--- config.mk ---
export PLATFORM = sky130hd
export DESIGN_NAME = burst_addr_gen
export DESIGN_NICKNAME = d
export VERILOG_FILES = /design/src/rtl/burst_pkg.sv /design/src/rtl/burst_ctl_decode.sv /design/src/rtl/burst_base_reg.sv /design/src/rtl/burst_beat_ctr.sv /design/src/rtl/burst_order_map.sv /design/src/rtl/burst_addr_gen.sv
export SDC_FILE = /design/constraint.sdc
export NUM_CORES = 1
export LEC_CHECK = 0
export CAP_MARGIN = 20
export CORE_MARGIN = 8
export CORE_UTILIZATION = 35
export DETAILED_ROUTE_END_ITERATION = 6
export DONT_BUFFER_PORTS = 1
export HOLD_SLACK_MARGIN = 0.08
export PLACE_DENSITY = 0.58
export SLEW_MARGIN = 20
export SYNTH_ARGS = -nofsm -noshare
export SYNTH_HDL_FRONTEND = slang
export SYNTH_SLANG_ARGS = --single-unit
--- constraint.sdc ---
create_clock -name clk -period 2.7 [get_ports clk]
set_clock_uncertainty 0.15 [all_clocks]
set_input_delay 0.54 -clock clk [delete_from_list [all_inputs] [get_ports clk]]
set_output_delay 0.54 -clock clk [all_outputs]
set_load 0.05 [all_outputs]
--- src/rtl/burst_pkg.sv ---
package burst_pkg;

   // Which burst orders an instance can produce.
   typedef enum logic [1:0] {
      ORDER_RUNTIME         = 2'd0,
      ORDER_LINEAR_ONLY     = 2'd1,
      ORDER_INTERLEAVE_ONLY = 2'd2
   } order_opt_e;

   // Decoded per-cycle control.
   typedef struct packed {
      logic load;
      logic step;
   } burst_ctl_t;

endpackage

--- src/rtl/burst_ctl_decode.sv ---
module burst_ctl_decode
   import burst_pkg::*;
(
   input  logic       strobe_cpu_n,
   input  logic       strobe_ctl_n,
   input  logic       advance_n,
   output burst_ctl_t ctl
);

   always_comb begin
      ctl.load = ~strobe_cpu_n | ~strobe_ctl_n;
      // a strobe wins over advance
      ctl.step = ~advance_n & ~ctl.load;
   end

endmodule

--- src/rtl/burst_base_reg.sv ---
module burst_base_reg #(
   parameter int ADDR_W = 17
) (
   input  logic              clk,
   input  logic              rst_n,
   input  logic              load,
   input  logic [ADDR_W-1:0] ext_addr,
   output logic [ADDR_W-1:0] base
);

   always_ff @(posedge clk) begin
      if (!rst_n)
         base <= '0;
      else if (load)
         base <= ext_addr;
   end

endmodule

--- src/rtl/burst_beat_ctr.sv ---
module burst_beat_ctr #(
   parameter int BEAT_W = 2
) (
   input  logic              clk,
   input  logic              rst_n,
   input  logic              load,
   input  logic              step,
   output logic [BEAT_W-1:0] beat
);

   localparam logic [BEAT_W-1:0] ONE = BEAT_W'(1);

   always_ff @(posedge clk) begin
      if (!rst_n)
         beat <= '0;
      else if (load)
         beat <= '0;
      else if (step)
         beat <= beat + ONE;
   end


   load_zero_chk: assert property (@(posedge clk) disable iff (!rst_n)
      load |=> (beat == '0));


   step_inc_chk: assert property (@(posedge clk) disable iff (!rst_n)
      (step && !load) |=> ((beat - $past(beat)) == ONE));


   idle_hold_chk: assert property (@(posedge clk) disable iff (!rst_n)
      (!step && !load) |=> $stable(beat));

endmodule

--- src/rtl/burst_order_map.sv ---
module burst_order_map
   import burst_pkg::*;
#(
   parameter int         BEAT_W    = 2,
   parameter order_opt_e ORDER_OPT = ORDER_RUNTIME
) (
   input  logic [BEAT_W-1:0] start_lo,
   input  logic [BEAT_W-1:0] beat,
   input  logic              interleave,
   output logic [BEAT_W-1:0] lane
);

   logic [BEAT_W-1:0] lin_lane;
   logic [BEAT_W-1:0] ilv_lane;

   // sum wraps within BEAT_W bits: no carry leaves the lane
   assign lin_lane = start_lo + beat;

   for (genvar b = 0; b < BEAT_W; b++) begin : g_ilv_bit
      assign ilv_lane[b] = start_lo[b] ^ beat[b];
   end

   if (ORDER_OPT == ORDER_LINEAR_ONLY) begin : g_lin
      assign lane = lin_lane;
   end else if (ORDER_OPT == ORDER_INTERLEAVE_ONLY) begin : g_ilv
      assign lane = ilv_lane;
   end else begin : g_sel
      assign lane = interleave ? ilv_lane : lin_lane;
   end


   always_comb begin
      if ((ORDER_OPT == ORDER_LINEAR_ONLY) ||
          ((ORDER_OPT == ORDER_RUNTIME) && !interleave))
         lin_lane_chk: assert ((beat == '0) -> (lane == start_lo));
   end

endmodule

--- src/rtl/burst_addr_gen.sv ---
module burst_addr_gen
   import burst_pkg::*;
#(
   parameter int         ADDR_W    = 17,
   parameter int         BEAT_W    = 2,
   parameter order_opt_e ORDER_OPT = ORDER_RUNTIME
) (
   input  logic              clk,
   input  logic              rst_n,
   input  logic              strobe_cpu_n,
   input  logic              strobe_ctl_n,
   input  logic              advance_n,
   input  logic              order_interleave,
   input  logic [ADDR_W-1:0] ext_addr,
   output logic [ADDR_W-1:0] word_addr,
   output logic [BEAT_W-1:0] beat
);

   localparam int HI_W = ADDR_W - BEAT_W;

   if (BEAT_W < 1 || HI_W < 1) begin : g_bad_cfg
      $error("burst_addr_gen: ADDR_W must exceed BEAT_W and BEAT_W must be >= 1");
   end

   burst_ctl_t        ctl;
   logic [ADDR_W-1:0] base;
   logic [BEAT_W-1:0] lane;

   burst_ctl_decode u_dec (
      .strobe_cpu_n (strobe_cpu_n),
      .strobe_ctl_n (strobe_ctl_n),
      .advance_n    (advance_n),
      .ctl          (ctl)
   );

   burst_base_reg #(.ADDR_W(ADDR_W)) u_base (
      .clk      (clk),
      .rst_n    (rst_n),
      .load     (ctl.load),
      .ext_addr (ext_addr),
      .base     (base)
   );

   burst_beat_ctr #(.BEAT_W(BEAT_W)) u_ctr (
      .clk   (clk),
      .rst_n (rst_n),
      .load  (ctl.load),
      .step  (ctl.step),
      .beat  (beat)
   );

   burst_order_map #(.BEAT_W(BEAT_W), .ORDER_OPT(ORDER_OPT)) u_map (
      .start_lo   (base[BEAT_W-1:0]),
      .beat       (beat),
      .interleave (order_interleave),
      .lane       (lane)
   );

   assign word_addr = {base[ADDR_W-1:BEAT_W], lane};


   load_addr_chk: assert property (@(posedge clk) disable iff (!rst_n)
      ctl.load |=> (word_addr == $past(ext_addr)));


   upper_hold_chk: assert property (@(posedge clk) disable iff (!rst_n)
      !ctl.load |=> $stable(word_addr[ADDR_W-1:BEAT_W]));


   strobe_wins_chk: assert property (@(posedge clk) disable iff (!rst_n)
      (ctl.load && !advance_n) |=> (beat == '0));

endmodule

==> results by group <==
Run status
  • Status: completed

Placed design
  • Post-placement cell area: 816 sq um
  • Routability cong.: 0.699
  • Inst Count DP: about 120
  • Dpl hpwl: 1430 um
  • Port-buffer cells: 0

Power and ir drop
  • Leakage: approximately 0.33 nW
  • Total power: ~0.00055 W
  • Max VDD drop: between 200 and 300 uV
  • Pwr/cell area: ~650 mW/mm^2

Cells and area
  • Nets@finish: between 100 and 150
  • Share of layout cells above drive strength 1: 0.202
  • Finished Core Util: 0.344
  • Ant. Diodes: 0
  • Area grow syn2layout: -6.65%
  • Final instance area: 843 sq um
  • Most frequent cells in the layout: nand2_1, dfxtp_1, a21boi_2
  • Commonest non-fill, non-tap cell in the layout: nand2_1
  • Finished Layout Cells: 119

Global route
  • Initial antenna violation count: 0
  • Met2 Use GR: 0.153
  • GR Util met1: 0.0828
  • Met3 usage: 0.0755
  • First-pass GRT wire length: 3110 um
  • Vias in the first global route: 645
  • Most Used Layer, Global Route: met2
  • Total GRT Usage: 0.0927
  • Total grt overflow: 0
  • Largest net degree at the start of global routing: 19

Clock tree
  • Worst-skew pair later-pin latency: 0.29 ns
  • CTS Buf Count: 3
  • CTS Root Cell: clkbuf_4
  • Setup bufs post-CTS: 0
  • Clock-pin slew on the worst setup and hold paths: roughly 0.11 ns
  • Clock sink total: 19
  • Longest Clk Path Bufs: 2
  • # hold bufs at CTS: 0
  • CTS tree: built
  • Resize count post-CTS: 0
  • # H-tree levels: 1

Routing
  • Post-DR vias/cell: 4.68
  • Initial DRC Count: 24
  • DRC viols: 0
  • Final ANT Viol Nets: 0
  • Via count: approximately 560
  • Final wirelength: ~1800 um
  • DRT Pass-1 Iters: 2
  • WL per Instance: 15.5 um

Worst setup path
  • Crit path launch type: flop
  • Max FO, Critical Path: 4
  • R2R Setup Slk: 1.43 ns
  • Crit Reg-Reg Startpoint: u_ctr.beat[0]
  • Capturing point of the worst reg2reg path: u_ctr.beat[1]
  • Critical path required time: 2.01 ns
  • Arr. time, crit path: ~1.5 ns
  • WS Path Type: reg -> out
  • Crit. End Element: output pin
  • Worst R2R Path Depth: 4

Timing
  • Final hold vios: 0
  • Final Max Tran Viols: 0
  • RSZ-0062 raised after global routing: false
  • Final worst path period share: 0.811
  • Final Critical Period: 2.19 ns
  • Setup violators final: 0
  • Worst slew margin: 0.573
  • Fmax: 457 MHz
  • Worst-Margin Slew: around 0.64 ns
  • Post-route setup TNS: 0 ns

Hold path
  • Worst Hold Depth: 2
  • HP Start: ext_addr[11]
  • Worst-case hold path end point: u_base.base[11]
  • Hold crit path type: in -> reg

Floorplan
  • Die Footprint: 0.00446 sq mm
  • Die Ht: about 67 um
  • Die W: 66.8 um
  • Core ar.: 0.00245 sq mm
  • Ports: 42
  • Starting Density: 0.368
  • Row count: 18

Synthesis
  • Synth warn: 0
  • Mapped cell area: 903 sq um
  • Syn nets: roughly 130
  • Synth Area per Inst: 8.94 sq um
  • FF+latch count, synth: 19
  • Mapped Cells: 101
  • Seq/Total Area, Yosys: 0.421
  • Distinct cells, synth: 16

Job
  • Max cap viols: 0
==> registers in the layout, summed over array words and instances (netlist names) <==
signal       count
u_base.base     17
u_ctr.beat       2
==> Yosys cell counts (all sizes together) <==
cell,instances,area [sq um]
nand2,36,138
dfxtp,19,380
buf,18,144
a21boi,17,165
nor2b,3,18.8
xnor2,3,26.3
and2,1,6.26
clkbuf,1,3.75
ha,1,12.5
nor2,1,3.75
nor3,1,5.00
==> layout make-up <==
cell class                 count  area [sq um]
sequential                    19           380
fill                         269          1610
tap                           30          37.5
timing repair buffer           3          22.5
multi-input combinational     63           375
clock buffer                   3          22.5
clock inverter                 1          5.00
==> power by group <==
part | switching, W | internal, W | total, W
combinational | 0.0000316 | 0.0000215 | 0.0000531
sequential | 0.0000587 | 0.000296 | 0.000355
clock | 0.0000848 | 0.0000551 | 0.000140
total | 0.000175 | 0.000373 | 0.000548
==> layer usage <==
metal  wire length [um]  vias to the layer above  part of all wire
met5                  0                        -                 0
li1                   -                      280                 -
met1                635                      250              0.34
met4                 18                        0            0.0098
met2                900                       25              0.49
met3                287                        2              0.16
==> worst max-delay path, stage by stage (launching register included) <==
cell and delay (ns):
dfxtp_1 0.33, buf_4 0.21, ha_1 0.16, nor2b_1 0.15
xnor2_1 0.13, buf_4 0.22
==> cells by family (layout without fill, tap and decap cells) <==
| kind of cell | count (synthesis) | after routing | share of synthesized area |
|---|---|---|---|
| AO/OA/AOI/OAI | 17 | 17 | 0.183 |
| XOR/XNOR | 3 | 3 | 0.0291 |
| adder cells (fa/ha/maj) | 1 | 1 | 0.0138 |
| buffers and inverters | 19 | 7 | 0.163 |
| flip-flops | 19 | 19 | 0.421 |
| AND/OR/NAND/NOR | 42 | 42 | 0.190 |
==> worst max path at each step <==
stage                     depth (start not counted)          start  slack [ns]      endpoint
after CTS                                         5  u_ctr.beat[0]        0.48  word_addr[1]
after detailed placement                          5  u_ctr.beat[0]        0.82  word_addr[1]
after global placement                            5  u_ctr.beat[0]        0.88  word_addr[1]
final                                             5  u_ctr.beat[0]        0.51  word_addr[1]
after global routing                              5  u_ctr.beat[0]        0.41  word_addr[1]
after floorplan                                   3  u_ctr.beat[0]        0.31  word_addr[1]
==> stage by stage <==
step	hold slack [ns]	setup slack, ns
finish	0.228	0.511
global route	0.200	0.407
CTS	0.210	0.478
detailed placement	0.321	0.824
global placement	0.309	0.878
floorplan	0.291	0.314
(Power assumes the default switching activity.)
